$ cat config.mk
export PLATFORM = sky130hd
export DESIGN_NAME = ssp_regif
export DESIGN_NICKNAME = d
export VERILOG_FILES = /design/src/rtl/ssp_pkg.sv /design/src/rtl/ssp_fifo.sv /design/src/rtl/ssp_shift_model.sv /design/src/rtl/ssp_irq_ctl.sv /design/src/rtl/ssp_regif.sv
export SDC_FILE = /design/constraint.sdc
export NUM_CORES = 1
export LEC_CHECK = 0
export BUFFER_PORTS_ARGS = -buffer_cell sky130_fd_sc_hd__buf_2
export CELL_PAD_IN_SITES_DETAIL_PLACEMENT = 1
export CELL_PAD_IN_SITES_GLOBAL_PLACEMENT = 1
export CORE_MARGIN = 4
export CORE_UTILIZATION = 35
export CTS_CLUSTER_DIAMETER = 60
export DETAILED_ROUTE_END_ITERATION = 10
export HOLD_SLACK_MARGIN = 0.05
export PLACE_DENSITY_LB_ADDON = 0.1
export SYNTH_ARGS = -nofsm -noshare
export SYNTH_HDL_FRONTEND = slang
export SYNTH_HIERARCHICAL = 1
export SYNTH_SLANG_ARGS = --single-unit
$ cat constraint.sdc
create_clock -name clk -period 8.7 [get_ports clk]
set_input_delay 0.87 -clock clk [delete_from_list [all_inputs] [get_ports clk]]
set_output_delay 0.87 -clock clk [all_outputs]
set_load 0.005 [all_outputs]
$ cat src/rtl/ssp_pkg.sv
package ssp_pkg;

    localparam int WORD_W = 16;
    localparam int LANES  = WORD_W / 8;
    localparam int SIZE_W = 4;

    // word index of each register (byte offset / 4)
    localparam logic [2:0] IDX_CTRL0 = 3'd0;
    localparam logic [2:0] IDX_CTRL1 = 3'd1;
    localparam logic [2:0] IDX_DATA  = 3'd2;
    localparam logic [2:0] IDX_STAT  = 3'd3;
    localparam logic [2:0] IDX_PRESC = 3'd4;
    localparam logic [2:0] IDX_ISR   = 3'd5;

    typedef struct packed {
        logic slave_out_off;
        logic slave_sel;
        logic port_on;
        logic loop_back;
        logic ovr_ie;
        logic txq_ie;
        logic rxq_ie;
    } ctrl1_t;

    typedef struct packed {
        logic busy;
        logic rx_full;
        logic rx_some;
        logic tx_room;
        logic tx_empty;
    } stat_t;

    typedef struct packed {
        logic ovr;
        logic txq;
        logic rxq;
    } isr_t;

    typedef enum logic {SH_IDLE, SH_RUN} shift_st_t;

    function automatic logic [WORD_W-1:0] size_mask(input logic [SIZE_W-1:0] size_m1);
        logic [WORD_W-1:0] m;
        for (int i = 0; i < WORD_W; i++) begin
            m[i] = (i <= int'(size_m1));
        end
        return m;
    endfunction

endpackage

$ cat src/rtl/ssp_fifo.sv
module ssp_fifo #(
    parameter int WIDTH = 16,
    parameter int DEPTH = 8,
    localparam int PTR_W = (DEPTH > 1) ? $clog2(DEPTH) : 1,
    localparam int CNT_W = $clog2(DEPTH + 1)
) (
    input  logic             clk,
    input  logic             rst,
    input  logic             push,
    input  logic [WIDTH-1:0] wdata,
    input  logic             pop,
    output logic [WIDTH-1:0] head,
    output logic [CNT_W-1:0] count,
    output logic             full,
    output logic             empty
);
    localparam logic [PTR_W-1:0] LAST = PTR_W'(DEPTH - 1);
    localparam logic [CNT_W-1:0] FULL_CNT = CNT_W'(DEPTH);

    logic [WIDTH-1:0] mem [DEPTH];
    logic [PTR_W-1:0] wp, rp;
    logic do_push, do_pop;

    assign full    = (count == FULL_CNT);
    assign empty   = (count == '0);
    assign do_push = push && !full;
    assign do_pop  = pop && !empty;
    assign head    = mem[rp];

    always_ff @(posedge clk) begin
        if (do_push) begin
            mem[wp] <= wdata;
        end
    end

    always_ff @(posedge clk) begin
        if (rst) begin
            wp    <= '0;
            rp    <= '0;
            count <= '0;
        end else begin
            if (do_push) begin
                wp <= (wp == LAST) ? '0 : wp + 1'b1;
            end
            if (do_pop) begin
                rp <= (rp == LAST) ? '0 : rp + 1'b1;
            end
            case ({do_push, do_pop})
                2'b10:   count <= count + 1'b1;
                2'b01:   count <= count - 1'b1;
                default: count <= count;
            endcase
        end
    end
endmodule

$ cat src/rtl/ssp_shift_model.sv
module ssp_shift_model
    import ssp_pkg::*;
#(
    parameter int XFER_CYCLES = 6,
    localparam int CYC_W = $clog2(XFER_CYCLES + 1)
) (
    input  logic              clk,
    input  logic              rst,
    input  logic              enable,
    input  logic              loopback,
    input  logic [SIZE_W-1:0] size_m1,
    input  logic              tx_empty,
    input  logic [WORD_W-1:0] tx_head,
    input  logic              rx_full,
    input  logic [WORD_W-1:0] far_word,
    output logic              tx_pop,
    output logic              rx_push,
    output logic [WORD_W-1:0] rx_word,
    output logic              overrun_evt,
    output logic              busy
);
    localparam logic [CYC_W-1:0] LOAD = CYC_W'(XFER_CYCLES - 1);

    shift_st_t        st;
    logic [CYC_W-1:0] cyc;
    logic [WORD_W-1:0] held;
    logic done;

    assign tx_pop      = (st == SH_IDLE) && enable && !tx_empty;
    assign done        = (st == SH_RUN) && (cyc == '0);
    assign rx_word     = (loopback ? held : far_word) & size_mask(size_m1);
    assign rx_push     = done && !rx_full;
    assign overrun_evt = done && rx_full;
    assign busy        = (st == SH_RUN);

    always_ff @(posedge clk) begin
        if (rst) begin
            st   <= SH_IDLE;
            cyc  <= '0;
            held <= '0;
        end else begin
            case (st)
                SH_IDLE: begin
                    if (tx_pop) begin
                        held <= tx_head;
                        cyc  <= LOAD;
                        st   <= SH_RUN;
                    end
                end
                SH_RUN: begin
                    if (cyc == '0) begin
                        st <= SH_IDLE;
                    end else begin
                        cyc <= cyc - 1'b1;
                    end
                end
                default: st <= SH_IDLE;
            endcase
        end
    end
endmodule

$ cat src/rtl/ssp_irq_ctl.sv
module ssp_irq_ctl
    import ssp_pkg::*;
#(
    parameter int DEPTH = 8,
    localparam int CNT_W = $clog2(DEPTH + 1)
) (
    input  logic             clk,
    input  logic             rst,
    input  logic [CNT_W-1:0] tx_count,
    input  logic [CNT_W-1:0] rx_count,
    input  logic             overrun_evt,
    input  logic             clear,
    input  isr_t             enables,
    output isr_t             raw,
    output logic             ovr_flag,
    output logic             irq
);
    localparam logic [CNT_W-1:0] HALF = CNT_W'(DEPTH / 2);

    always_ff @(posedge clk) begin
        if (rst) begin
            ovr_flag <= 1'b0;
        end else if (overrun_evt) begin
            ovr_flag <= 1'b1;
        end else if (clear) begin
            ovr_flag <= 1'b0;
        end
    end

    always_comb begin
        raw.rxq = (rx_count >= HALF);
        raw.txq = (tx_count <= HALF);
        raw.ovr = ovr_flag;
        irq     = |(raw & enables);
    end
endmodule

$ cat src/rtl/ssp_regif.sv
module ssp_regif
    import ssp_pkg::*;
#(
    parameter int ADDR_W      = 5,
    parameter int FIFO_DEPTH  = 8,
    parameter int XFER_CYCLES = 6
) (
    input  logic              clk,
    input  logic              rst,
    input  logic [ADDR_W-1:0] bus_addr,
    input  logic              bus_wr,
    input  logic              bus_rd,
    input  logic [LANES-1:0]  bus_be,
    input  logic [WORD_W-1:0] bus_wdata,
    output logic [WORD_W-1:0] bus_rdata,
    input  logic [WORD_W-1:0] far_rx_word,
    output logic              irq
);
    localparam int CNT_W = $clog2(FIFO_DEPTH + 1);

    // decode
    logic       aligned;
    logic [2:0] idx;
    logic [ADDR_W-3:0] word_idx;
    assign word_idx = bus_addr[ADDR_W-1:2];
    assign aligned  = (bus_addr[1:0] == 2'b00) && (word_idx <= (ADDR_W-2)'(5));
    assign idx      = word_idx[2:0];

    logic wr_hit [6];
    logic rd_data_hit;
    always_comb begin
        for (int r = 0; r < 6; r++) begin
            wr_hit[r] = bus_wr && aligned && (idx == 3'(r));
        end
        rd_data_hit = bus_rd && aligned && (idx == IDX_DATA);
    end

    // registers
    logic [WORD_W-1:0] ctrl0_q;
    ctrl1_t            ctrl1_q;
    logic [7:0]        presc_q;

    for (genvar b = 0; b < LANES; b++) begin : g_ctrl0_lane
        always_ff @(posedge clk) begin
            if (rst) begin
                ctrl0_q[8*b +: 8] <= '0;
            end else if (wr_hit[IDX_CTRL0] && bus_be[b]) begin
                ctrl0_q[8*b +: 8] <= bus_wdata[8*b +: 8];
            end
        end
    end

    always_ff @(posedge clk) begin
        if (rst) begin
            ctrl1_q <= '0;
            presc_q <= '0;
        end else begin
            if (wr_hit[IDX_CTRL1] && bus_be[0]) begin
                ctrl1_q <= ctrl1_t'(bus_wdata[6:0]);
            end
            if (wr_hit[IDX_PRESC] && bus_be[0]) begin
                presc_q <= {bus_wdata[7:1], 1'b0};
            end
        end
    end

    // transmit path
    logic [WORD_W-1:0] tx_word_in;
    for (genvar b = 0; b < LANES; b++) begin : g_tx_lane
        assign tx_word_in[8*b +: 8] = bus_be[b] ? bus_wdata[8*b +: 8] : 8'h00;
    end

    logic              tx_push, tx_pop, tx_full, tx_empty;
    logic [WORD_W-1:0] tx_head;
    logic [CNT_W-1:0]  tx_count;
    assign tx_push = wr_hit[IDX_DATA] && (|bus_be);

    ssp_fifo #(.WIDTH(WORD_W), .DEPTH(FIFO_DEPTH)) u_txq (
        .clk(clk), .rst(rst),
        .push(tx_push), .wdata(tx_word_in),
        .pop(tx_pop), .head(tx_head),
        .count(tx_count), .full(tx_full), .empty(tx_empty)
    );

    // receive path
    logic              rx_push, rx_pop, rx_full, rx_empty;
    logic [WORD_W-1:0] rx_word, rx_head;
    logic [CNT_W-1:0]  rx_count;
    assign rx_pop = rd_data_hit && !rx_empty;

    ssp_fifo #(.WIDTH(WORD_W), .DEPTH(FIFO_DEPTH)) u_rxq (
        .clk(clk), .rst(rst),
        .push(rx_push), .wdata(rx_word),
        .pop(rx_pop), .head(rx_head),
        .count(rx_count), .full(rx_full), .empty(rx_empty)
    );

    // serial side stand-in
    logic overrun_evt, sh_busy;
    ssp_shift_model #(.XFER_CYCLES(XFER_CYCLES)) u_shift (
        .clk(clk), .rst(rst),
        .enable(ctrl1_q.port_on), .loopback(ctrl1_q.loop_back),
        .size_m1(ctrl0_q[SIZE_W-1:0]),
        .tx_empty(tx_empty), .tx_head(tx_head),
        .rx_full(rx_full), .far_word(far_rx_word),
        .tx_pop(tx_pop), .rx_push(rx_push), .rx_word(rx_word),
        .overrun_evt(overrun_evt), .busy(sh_busy)
    );

    // interrupts
    isr_t irq_en, isr_raw;
    logic ovr_flag, isr_clear;
    assign irq_en    = '{ovr: ctrl1_q.ovr_ie, txq: ctrl1_q.txq_ie, rxq: ctrl1_q.rxq_ie};
    assign isr_clear = wr_hit[IDX_ISR];

    ssp_irq_ctl #(.DEPTH(FIFO_DEPTH)) u_irq (
        .clk(clk), .rst(rst),
        .tx_count(tx_count), .rx_count(rx_count),
        .overrun_evt(overrun_evt), .clear(isr_clear),
        .enables(irq_en), .raw(isr_raw), .ovr_flag(ovr_flag), .irq(irq)
    );

    // read mux
    stat_t stat;
    assign stat = '{busy: sh_busy, rx_full: rx_full, rx_some: !rx_empty,
                    tx_room: !tx_full, tx_empty: tx_empty};

    logic [WORD_W-1:0] rd_val;
    always_comb begin
        rd_val = '0;
        if (aligned) begin
            case (idx)
                IDX_CTRL0: rd_val = ctrl0_q;
                IDX_CTRL1: rd_val = WORD_W'(ctrl1_q);
                IDX_DATA:  rd_val = rx_empty ? '0 : rx_head;
                IDX_STAT:  rd_val = WORD_W'(stat);
                IDX_PRESC: rd_val = WORD_W'(presc_q);
                IDX_ISR:   rd_val = WORD_W'(isr_raw);
                default:   rd_val = '0;
            endcase
        end
    end

    always_ff @(posedge clk) begin
        if (rst) begin
            bus_rdata <= '0;
        end else if (bus_rd) begin
            bus_rdata <= rd_val;
        end
    end
endmodule

==> results.md, run 1 <==
- The number of nets in the layout is 1045.
- The synthesized instance count is 908.
- The worst reg-to-reg path cell count is 12.
- At the end of routability-driven placement, the weighted congestion stood at 0.742.
- In this run the post-CTS setup repair buffer count came out at 0.
- The clock network power share is 0.487.
- Of the cells placed in the final design, the portion with a size suffix greater than 1 is 0.276.
- The count of endpoints failing hold in the final timing report is 0.
- The slew at the pin closest to its max-slew limit is 1.05 ns.
- The via count of the first global-routing pass is 8465.
- The top-level port count is 60.
- The setup TNS is 0 ns.
- For the worst setup path, the data required time is 9.17 ns.
- Setup repair after global routing left no endpoint under its margin.
- The global-route wire length before repair is 54800 um.
- The type of the worst setup path is flip-flop to flip-flop.
- The leading register cell type out of synthesis is sky130_fd_sc_hd__edfxtp_1.
- Yosys mapped the design onto 61 distinct sky130hd cell types.
- The post-route DRC violation count is 0.
- In the global route stage, overall resource usage came out at 0.164.
- The cell with the largest stage delay on the worst path is sky130_fd_sc_hd__or3b_1.
- The logic gate share of total power is 0.017.
- The internal power is 2.86 mW.
- The total overflow left after global routing is 0.
- The layout overhead on the synthesized area is 15.7%.
- STA classifies the critical path startpoint as a flip-flop.
- The number of buffers created by CTS is 42.
- The flop and latch count out of synthesis is 349.
- The destination of the worst hold path is u_shift/held[13]$_SDFFE_PP0P_.
- In the synthesized netlist the async set-or-reset flop fraction comes to 0.
- The final period demand of the worst path is 3.63 ns.
- The insertion delay to the later sink of the worst-skew pair is 0.56 ns.
- The flow ran to the end, and the final reports show no timing, DRC or antenna violations.
- The number of pins exceeding their max-slew limit in the final report was 0.
- The clock tree root driver cell is sky130_fd_sc_hd__clkbuf_16.
- Among cell families on the critical path, the largest total delay comes from simple AND/OR/NAND/NOR gates.
- In the routed layout, each cell is associated on average with a via count of 5.05.
- The clock skew after layout is 0.0179 ns.
- The top fanout value on the critical path is 18.
- Of the synthesized area, sequential elements account for 0.663.
- The leakage power total is 5.72 nW.
- For this run, the slowest stage of the critical path takes 0.73 ns.
- The initial antenna violation count is 0.
- The routed design has 36000 um of wire.
- The critical path arrival is 4.10 ns.
- The x dimension of the die is 211 um.
- The total number of vias is 7820.
- For this block, the initial DRC count from the detailed router was 403.
- The post-cts repair resize count is 0.
- For this configuration, the core starts out at a cell density of 0.354.
- The number of hold buffers added after CTS is 0.
- The path class of the tightest hold or removal check is flip-flop to flip-flop.
- The first detailed-routing pass ran for 5 iterations.
- Along the worst hold path, the cell count comes to 2.
- Of the total power, the share spent switching nets is 0.201.
- The synthesized netlist net count is 967.
- The setup check on the worst reg-to-reg path leaves a slack of 5.07 ns.
- The worst pin sits at a relative slew slack of 0.294.
- The placeable core region is 40700 um^2.
- The number of synthesis warnings is 6.
- Detailed placement finished with a half-perimeter wire length of 23400 um.
- Together, buffers and inverters on the worst path number 2.
- The tool flagged a number of max-cap violations equal to 0.
- The clock input transition at the sequential cells of the worst setup and hold paths is 0.05 ns.
- In this run the mean area of a mapped cell was 15.9 um^2.
- The placed cell count is 1474.
- The height of the die is 211 um.
- The power density over the cells is 215 nW/um^2.
- The signal on the critical path passes through nor4_1, or3b_1, inv_8, o41ai_2, inv_1, ha_1, xor2_1, ha_1, a21oi_1, xor2_1, or3_1, a21oi_1.
- The number of core rows is 74.
- The die covers 44500 um^2.
- The total of endpoints with negative setup slack in the final report is 0.
- Input and output buffers added on the ports amount to 59.
- The number of clock sinks seen by CTS is 349.
- The number of enable flip-flop cells after synthesis is 256.
- The repair_antennas step left the layout with diodes totalling 0.
- Summing every instance area after synthesis gives 14400 um^2.
- Of the total power, registers draw 0.496.
- The worst setup path is captured at a flip-flop.
- In this run the power spent charging and discharging nets is 0.720 mW.
- VDD sags by at most 148 uV.
- The source of the worst hold timing path is u_shift/held[13]$_SDFFE_PP0P_.
- The detail route stage leaves a number of antenna-violating nets equal to 0.
- CTS built an H-tree with a depth of 2.
- The worst reg2reg path startpoint is u_txq/count[1]$_SDFFE_PP0P_.
- Counting along the longest clock path gives a buffer depth of 3.
- The endpoint of the worst register-to-register path is u_txq/count[2]$_SDFFE_PP0P_.
- The largest net degree at the start of global routing is 77.
- In the finished design, the share of the clock period the worst path needs comes to 0.417.
- Once layout is complete, the cells apart from fillers number 1548.
- The wire length per cell is 23.3 um.
- In this run the number of cells on the critical path is 12.
- The clock tree from TritonCTS is done.
- The maximum clock frequency is 0.276 GHz.
[through the flow]
step	setup slack [ns]	utilization	power, mW	hold WS (ns)	cell area, um^2
after floorplan	4.82	-	1.84	0.433	14400
after global placement	4.63	0.376	1.87	0.450	15300
after detailed placement	4.55	0.376	1.88	0.452	15300
after CTS	4.98	0.409	3.64	0.460	16700
after global routing	4.68	0.409	3.72	0.483	16700
final	5.07	0.409	3.58	0.457	16700
[registers in the layout (all words and copies together) (netlist names), 3 cells and up, named ones only]
name	count
bus_rdata	16
ctrl0_q	16
ctrl1_q	7
presc_q	7
u_rxq/count	4
u_rxq/mem	128
u_rxq/rp	3
u_rxq/wp	3
u_shift/cyc	3
u_shift/held	16
u_txq/count	4
u_txq/mem	128
u_txq/rp	3
u_txq/wp	3
[routing by layer]
layer | GRT usage | wire length, um | vias to the layer above
met5 | 0 | 0 | -
met4 | 0.0387 | 615 | 0
met1 | 0.216 | 16100 | 4030
li1 | - | - | 3659
met2 | 0.283 | 18200 | 84
met3 | 0.0312 | 1120 | 47
[synthesized netlist by cell type, types with 14 or more instances]
| library cell | n | share of area |
|---|---|---|
| sky130_fd_sc_hd__inv_1 | 14 | 0.0036 |
| sky130_fd_sc_hd__ha_1 | 16 | 0.014 |
| sky130_fd_sc_hd__a21oi_1 | 38 | 0.013 |
| sky130_fd_sc_hd__and2_1 | 18 | 0.0078 |
| sky130_fd_sc_hd__dfxtp_1 | 93 | 0.13 |
| sky130_fd_sc_hd__nor2_1 | 76 | 0.020 |
| sky130_fd_sc_hd__edfxtp_1 | 256 | 0.53 |
| sky130_fd_sc_hd__mux4_2 | 64 | 0.10 |
| sky130_fd_sc_hd__mux2i_1 | 57 | 0.040 |
| sky130_fd_sc_hd__mux2_2 | 36 | 0.028 |
| sky130_fd_sc_hd__nand2_1 | 51 | 0.013 |
| sky130_fd_sc_hd__nor3_1 | 19 | 0.0066 |
[how the worst max path moves through the flow]
| stage | from | slack (ns) | to |
|---|---|---|---|
| detailed placement | bus_rd | 4.55 | u_rxq/count[2]$_SDFFE_PP0P_ |
| global placement | bus_rd | 4.63 | u_rxq/count[2]$_SDFFE_PP0P_ |
| global route | u_txq/count[1]$_SDFFE_PP0P_ | 4.68 | u_txq/count[2]$_SDFFE_PP0P_ |
| CTS | u_txq/count[1]$_SDFFE_PP0P_ | 4.98 | u_txq/count[2]$_SDFFE_PP0P_ |
| floorplan | bus_addr[4] | 4.82 | u_txq/mem[0][0]$_DFFE_PP_ |
| finish | u_txq/count[1]$_SDFFE_PP0P_ | 5.07 | u_txq/count[2]$_SDFFE_PP0P_ |
[power by group through the flow]
stage                     registers [mW]  clock network, mW  logic (mW)
after floorplan                     1.81                  0      0.0327
after global placement              1.81                  0      0.0628
after detailed placement            1.81                  0      0.0639
after CTS                           1.78               1.80      0.0643
after global routing                1.78               1.87      0.0683
final                               1.78               1.74      0.0624
[logic make-up after synthesis]
logic type	share of synthesized area
flops	0.663
simple gates	0.0778
mux	0.168
compound gates	0.0486
buf+inv	0.0255
fa+ha+maj	0.0139
xor+xnor	0.00365
[worst min-delay path: cells and delay by family, from the launching register on]
family | cells | cell delay (ns)
AND/OR/NAND/NOR | 1 | 0.05
AO/OA/AOI/OAI | 1 | 0.05
flip-flops | 1 | 0.31
[cells in the final DEF (no fill, tap or decap), types with 8 or more instances in the layout]
| cell | netlist | layout |
|---|---|---|
| sky130_fd_sc_hd__inv_1 | 14 | 14 |
| sky130_fd_sc_hd__a21oi_2 | 9 | 9 |
| sky130_fd_sc_hd__nand2b_1 | 11 | 11 |
| sky130_fd_sc_hd__buf_2 | 13 | 58 |
| sky130_fd_sc_hd__mux4_2 | 64 | 64 |
| sky130_fd_sc_hd__buf_4 | 3 | 24 |
| sky130_fd_sc_hd__mux2i_1 | 57 | 57 |
| sky130_fd_sc_hd__and2_1 | 18 | 18 |
| sky130_fd_sc_hd__mux2_2 | 36 | 36 |
| sky130_fd_sc_hd__a21oi_1 | 38 | 38 |
| sky130_fd_sc_hd__a222oi_1 | 9 | 9 |
| sky130_fd_sc_hd__o21ai_0 | 10 | 10 |
| sky130_fd_sc_hd__nand2_1 | 51 | 51 |
| sky130_fd_sc_hd__edfxtp_1 | 256 | 256 |
| sky130_fd_sc_hd__nor2_1 | 76 | 76 |
| sky130_fd_sc_hd__ha_1 | 16 | 16 |
| sky130_fd_sc_hd__nor3_2 | 0 | 8 |
| sky130_fd_sc_hd__clkbuf_1 | 12 | 10 |
| sky130_fd_sc_hd__dfxtp_1 | 93 | 91 |
| sky130_fd_sc_hd__nor3_1 | 19 | 11 |
| sky130_fd_sc_hd__clkbuf_16 | 0 | 45 |
[cell type report]
cell class | count | area (um^2)
Clock inverter | 18 | 198
Fill cell | 4115 | 24100
Multi-Input combinational cell | 495 | 4540
Timing Repair Buffer | 82 | 470
Clock buffer | 56 | 1180
Sequential cell | 349 | 9550
Tap cell | 532 | 666
Inverter | 16 | 67.6
(Power assumes the default switching activity.)
==> run 2, diff against run 1 <==
- clock period: 8.7 -> 3.15 ns (I/O delays scaled with it)
==> results.md, run 2 (synthesis gave the netlist of run 1 again) <==
- The run finished with clean final reports.
- The overall power is 9.88 mW.
- The via count of the first global-routing pass is 8660.
- Across the VDD grid, the largest voltage drop is 443 uV.
- The met1 track demand over resource in global routing is 0.217.
- The busiest metal layer after global routing is met2.
- The proportion of layout cells with a drive suffix above 1 is 0.289.
- The number of core rows is 74.
- The worst setup path is launched from a flip-flop.
- Port buffering added 59 buffers.
- After the first detailed-routing iteration, the DRC count stood at 436.
- The top cell types in the final layout, fill and taps aside, are sky130_fd_sc_hd__edfxtp_1 (256), sky130_fd_sc_hd__dfxtp_1 (91), sky130_fd_sc_hd__nor2_1 (76), sky130_fd_sc_hd__mux4_2 (64), sky130_fd_sc_hd__buf_2 (58).
- The antenna cell count is 0.
- The number of H-tree levels is 2.
- Setup repair after global routing left no endpoint under its margin.
- Adding up every negative setup slack in the final design gives 0 ns.
- The final period utilization is 0.929.
- For the final database, setup skew stands at 0.0103 ns.
- The wire length per cell is 23.3 um.
- The first detailed-routing pass took 5 iterations.
- The height of the die is 211 um.
- For this design the static power due to leakage is 5.85 nW.
- Of all nets on the critical path, the largest fanout is 10.
- In the global route stage, overall resource usage came out at 0.167.
- Once placement finished, the instance area stood at 15500 um^2.
- The clock tree from TritonCTS is done.
- For met2 alone, demand over resource in global routing was 0.291.
- The mean number of vias per cell is 5.07.
- The clock tree root driver cell is sky130_fd_sc_hd__clkbuf_16.
- The critical path is of the flip-flop to flip-flop type.
- Detailed placement finished with a half-perimeter wire length of 23900 um.
- The class of the worst hold path is input pin to flip-flop.
- The routed design has 36600 um of wire.
- The final period demand of the worst path is 2.92 ns.
- The count of endpoints failing hold in the final timing report came to 0.
- The met3 capacity usage during global routing is 0.0254.
- The number of buffers created by CTS is 41.
- After clock tree synthesis, the clock-pin slew on the worst setup and hold paths is 0.06 ns.
- In this run the power density over the cells is 584 nW/um^2.
- The initial utilization of the core area, before any placement, comes to 0.354.
- The insertion delay to the later sink of the worst-skew pair is 0.55 ns.
- At the worst endpoint, the required time is 3.59 ns.
- The number of clock sinks seen by CTS is 349.
- The cell occurring most often along the worst timing path is sky130_fd_sc_hd__nor3b_1.
- For this design the top-level I/O count stands at 60.
- In this run the post-CTS setup repair buffer count came out at 0.
- The critical path arrival is 3.36 ns.
- The number of nets in the layout is 1069.
- Routability-driven placement finished with a final weighted congestion of 0.728.
- In the final layout, the registers with the most flip-flops are u_rxq/mem: 128 flops, u_txq/mem: 128 flops.
- For this run the aggregate overflow at the end of global routing stands at 0.
- The finished cells cover 16900 um^2.
- The number of pins exceeding their max-slew limit in the final report is 0.
- The maximum clock frequency is 0.342 GHz.
- The placeable core region is 40700 um^2.
- The placed cell count is 1493.
- For this run, design rule violations remaining after detail routing come to 0.
- The cell with the largest stage delay on the worst path is sky130_fd_sc_hd__dfxtp_1.
- The sort of element at the end of the critical path is a flip-flop.
- The detailed router placed 7986 vias in this run.
- The worst stage delay on the critical path is 0.54 ns.
- The global-route wire length before repair is 55600 um.
- The initial antenna violation count came to 0.
- The signal on the critical path passes through nor3_1, and2_1, nor3b_1, a21bo_1, buf_4, ha_1, nor3b_1, a32o_1, mux2_2.
- In this run the tightest slew margin relative to its limit is 0.371.
- The tool flagged a number of max-cap violations equal to 0.
- Counting along the longest clock path gives a buffer depth of 3.
- The die covers 44500 um^2.
- Counting the fill cells in the layout gives 4116.
- The largest net degree at the start of global routing is 49.
- The slew at the pin closest to its max-slew limit is 0.936 ns.
- The antenna violation net count after detailed routing is 0.
- The total of endpoints with negative setup slack in the final report is 0.
- The final instance count without filler cells is 1574.
- The most common cell after layout, fill and taps aside is sky130_fd_sc_hd__edfxtp_1.
- Compared with the post-synthesis result, the final layout area differs by 17.4%.
- Measured along the x axis, the die boundary spans 211 um.
==> run 2: cell count changes in the layout (fill, tap and decap cells not counted), sizes merged <==
cell         change
buf             +19
dlygate4sd3      +6
clkbuf           -4
clkinv           +2
clkinvlp         +2
bufinv           +1
==> run 2: layout make-up <==
| cell class | count | area (um^2) | area share |
|---|---|---|---|
| Sequential cell | 349 | 9550 | 0.565 |
| Multi-Input combinational cell | 495 | 4570 | 0.270 |
| Tap cell | 532 | 666 | 0.0393 |
| Timing Repair Buffer | 107 | 698 | 0.0413 |
| Clock inverter | 23 | 246 | 0.0146 |
| Inverter | 16 | 67.6 | 0.00399 |
| Clock buffer | 52 | 1120 | 0.0662 |
==> run 2: metrics by stage <==
step / setup WS, ns / util / hold WS, ns
2_1_floorplan: 0.245 / - / 0.384
3_3_place_gp: 0.306 / 0.380 / 0.447
3_5_place_dp: 0.222 / 0.380 / 0.452
4_1_cts: 0.200 / 0.415 / 0.0509
5_1_grt: 0.0337 / 0.415 / 0.0879
6_report: 0.225 / 0.415 / 0.0827
==> run 2: layer usage <==
layer | wire, um | share of wire
met5 | 0 | 0
met4 | 837 | 0.023
met3 | 1230 | 0.034
met2 | 18800 | 0.51
met1 | 15800 | 0.43
==> run 2: final timing paths <==
path	cells after the start	endpoint	slack (ns)	startpoint
worst max register to register	9	u_rxq/count[3]$_SDFFE_PP0P_	0.23	u_rxq/count[2]$_SDFFE_PP0P_
worst min-delay path	3	presc_q[6]$_SDFFE_PP0P_	0.08	bus_wdata[6]
worst min register to register	2	u_shift/held[9]$_SDFFE_PP0P_	0.46	u_shift/held[9]$_SDFFE_PP0P_
worst max-delay path	9	u_rxq/count[3]$_SDFFE_PP0P_	0.23	u_rxq/count[2]$_SDFFE_PP0P_
==> run 2: critical path: cells and delay by family, from the launching register on <==
kind                       cells  cell delay [ns]
AOI/OAI and AO/OA              2             0.43
adders and majority gates      1             0.40
buffers and inverters          1             0.18
DFF                            1             0.54
muxes                          1             0.33
and+or+nand+nor                4             0.91
==> run 2: repair_timing <==
item | CTS | global route
setup endpoints to repair | 0 | 1
resized for setup | 0 | 1
hold endpoints to repair | 6 | 0
hold buffers | 6 | 0
==> run 2: where the power goes <==
part | switching [mW] | internal [mW] | total (mW)
sequential | 0.00296 | 4.90 | 4.90
combinational | 0.124 | 0.0595 | 0.184
clock | 1.86 | 2.93 | 4.79
total | 1.99 | 7.89 | 9.88
==> run 3, diff against run 2 <==
==> constraint.sdc (replaced) <==
create_clock -name clk -period 3.15 [get_ports clk]
set_input_delay 0.63 -clock clk [delete_from_list [all_inputs] [get_ports clk]]
set_output_delay 0.63 -clock clk [all_outputs]
set_load 0.005 [all_outputs]
==> results.md, run 3 (synthesis gave the netlist of run 1 again) <==
- The flow ran to the end, and the final reports show no timing, DRC or antenna violations.
- The switching power is 2.01 mW.
- At the later pin of the worst-skew pair, clock insertion delay measures 0.56 ns.
- The critical path is of the flip-flop to flip-flop type.
- Of the total power, registers draw 0.506.
- The setup slack at placement is 0.158 ns.
- Input and output buffers added on the ports amount to 59.
- After floorplanning, the core was sized to cover 40700 um^2.
- The effective utilization at floorplan is 0.354.
- In the global route stage, overall resource usage came out at 0.165.
- Buffers inserted during clock tree synthesis total 40.
- The die covers 44500 um^2.
- Counting instances, the worst hold path has a depth of 3.
- The antenna violation net count after detailed routing is 0.
- The tightest min-delay check is of the input pin to flip-flop type.
- The number of DRC violations after detailed-routing iteration 0 is 409.
- Entering global routing, the biggest net connects 50 pins.
- In the post-route analysis, the smallest setup slack over all paths is 0.296 ns.
- The worst path needs 2.85 ns of the cycle, external delays included.
- The clock arrives with 0.0187 ns of skew.
- The data required time at the worst endpoint is 3.63 ns.
- The final standard cell utilization of the core is 0.415.
- STA puts the critical path data arrival time at 3.33 ns.
- The first global-routing pass estimated 55000 um of wire.
- The share of total power consumed by net switching is 0.207.
- The worst supply voltage drop on vdd is 379 uV.
- The number of pins exceeding their max-slew limit in the final report is 0.
- Using the TritonRoute via totals, the vias-per-cell ratio works out to 5.02.
- Setup violations remaining at the end of the flow were counted as 0.
- The total number of vias is 7911.
- The largest registers in the layout are u_rxq/mem: 128 flops, u_txq/mem: 128 flops.
- The final instance count without filler cells is 1577.
- Summed over all layers, the global routing overflow is 0.
- STA classifies the critical path endpoint as a flip-flop.
- The count of endpoints failing hold in the final timing report is 0.
- In the final layout, the share of cells above drive strength 1 is 0.300.
- The via count of the first global-routing pass is 8547.
- The number of detailed-routing iterations run before antenna repair is 5.
- The cell sitting at the root of the clock tree is a sky130_fd_sc_hd__clkbuf_16.
- The number of hold buffers added after CTS was 0.
- Dividing the final minimum period by the clock period gives 0.906.
- The clock network power share is 0.476.
- The tool flagged a number of max-cap violations equal to 0.
- Cell internal power was estimated by the tool at 7.69 mW.
- The relative slew slack is 0.294.
- The type of origin of the critical path is a flip-flop.
- The placed instance area is 15600 um^2.
- The clock tree from TritonCTS is done.
- The number of cells on the worst reg-to-reg path is 12.
- The layout overhead on the synthesized area is 17.2%.
- The top fanout value on the critical path is 18.
- The antenna cell count is 0.
- The top cell types in the final layout, fill and taps aside, are sky130_fd_sc_hd__edfxtp_1 (256), sky130_fd_sc_hd__dfxtp_1 (91), sky130_fd_sc_hd__nor2_1 (76), sky130_fd_sc_hd__mux4_2 (64), sky130_fd_sc_hd__buf_2 (58).
- The number of setup buffers added after CTS is 0.
- Routability-driven placement finished with a final weighted congestion of 0.744.
- The sum of routed wire length over all layers is 36100 um.
- Summed over all cells, the static leakage comes to 5.86 nW.
- The height of the die is 211 um.
- In the routed design, unresolved DRC markers number 0.
- The clock input transition at the sequential cells of the worst setup and hold paths is 0.06 ns.
- The wire-length estimate of the detail-placed layout is 23900 um.
- The top-level port count is 60.
- The finished cells cover 16900 um^2.
- The number of buffers on the longest clock path is 3.
- The power density over the cells is 574 nW/um^2.
- Once placement completed, the tool counted placed cells totaling 1503.
- The overall power is 9.70 mW.
- Leaving out fill and tap cells, the most frequent cell in the layout is sky130_fd_sc_hd__edfxtp_1.
- The number of clock sinks seen by CTS is 349.
- The slew at the pin closest to its max-slew limit is 1.05 ns.
- Dividing the detail-routed wire length by the instance count gives 22.9 um.
- The number of H-tree levels is 2.
- Of the total power, combinational logic draws 0.019.
- Setup repair after global routing left no endpoint under its margin.
- The floorplan has 74 rows.
- The initial antenna violation count was 0.
- The die is 211 um wide.
- Timing would allow up to 0.350 GHz.
- The final layout contains 1072 nets.
==> run 3: power groups by stage <==
stage | combinational (mW) | clock [mW] | sequential (mW)
finish | 0.182 | 4.61 | 4.90
global route | 0.200 | 4.98 | 4.90
CTS | 0.187 | 4.76 | 4.90
detailed placement | 0.186 | 0 | 5.00
global placement | 0.185 | 0 | 5.00
floorplan | 0.0904 | 0 | 5.00
==> run 3: per-layer routing <==
layer,wire (um),vias up,part of all wire,GRT usage
met5,0,-,0,0
met4,583,0,0.016,0.0355
met3,1040,45,0.029,0.0288
met2,18300,81,0.51,0.284
met1,16200,4072,0.45,0.222
li1,-,3713,-,-
==> run 3: worst max-delay path, cell delays in order (launching register included) <==
cell	delay, ns
sky130_fd_sc_hd__dfxtp_1	0.50
sky130_fd_sc_hd__nor4_2	0.10
sky130_fd_sc_hd__or3b_1	0.46
sky130_fd_sc_hd__inv_8	0.16
sky130_fd_sc_hd__o41ai_2	0.15
sky130_fd_sc_hd__inv_1	0.14
sky130_fd_sc_hd__ha_1	0.29
sky130_fd_sc_hd__xor2_1	0.18
sky130_fd_sc_hd__ha_1	0.17
sky130_fd_sc_hd__a21oi_1	0.05
sky130_fd_sc_hd__xor2_1	0.14
sky130_fd_sc_hd__or3_1	0.30
sky130_fd_sc_hd__a21oi_1	0.14
==> run 3: path summary, 6_finish.rpt <==
check | endpoint | slack, ns | start
worst max register to register | u_txq/count[2]$_SDFFE_PP0P_ | 0.30 | u_txq/count[2]$_SDFFE_PP0P_
worst max-delay path | u_txq/count[2]$_SDFFE_PP0P_ | 0.30 | u_txq/count[2]$_SDFFE_PP0P_
worst min-delay path | ctrl0_q[12]$_SDFFE_PP0P_ | 0.33 | bus_wdata[12]
worst min register to register | u_shift/held[9]$_SDFFE_PP0P_ | 0.46 | u_shift/held[9]$_SDFFE_PP0P_
==> run 3: what timing repair did <==
action / CTS / global route
setup endpoints to repair: 0 / 1
hold endpoints to repair: 0 / 0
gates resized for setup: 0 / 1
==> run 3: cell type report <==
type | instances | area (um^2)
clock buffer | 50 | 1090
fill | 4117 | 23800
timing repair buffer | 111 | 713
multi-input combinational | 495 | 4570
inverter | 16 | 67.6
tap | 532 | 666
clock inverter | 24 | 234
sequential | 349 | 9550
==> run 3: metrics by stage <==
step	setup TNS (ns)	hold slack, ns
2_1_floorplan	-3.34	0.433
3_3_place_gp	0	0.447
3_5_place_dp	0	0.453
4_1_cts	0	0.293
5_1_grt	0	0.336
6_report	0	0.326
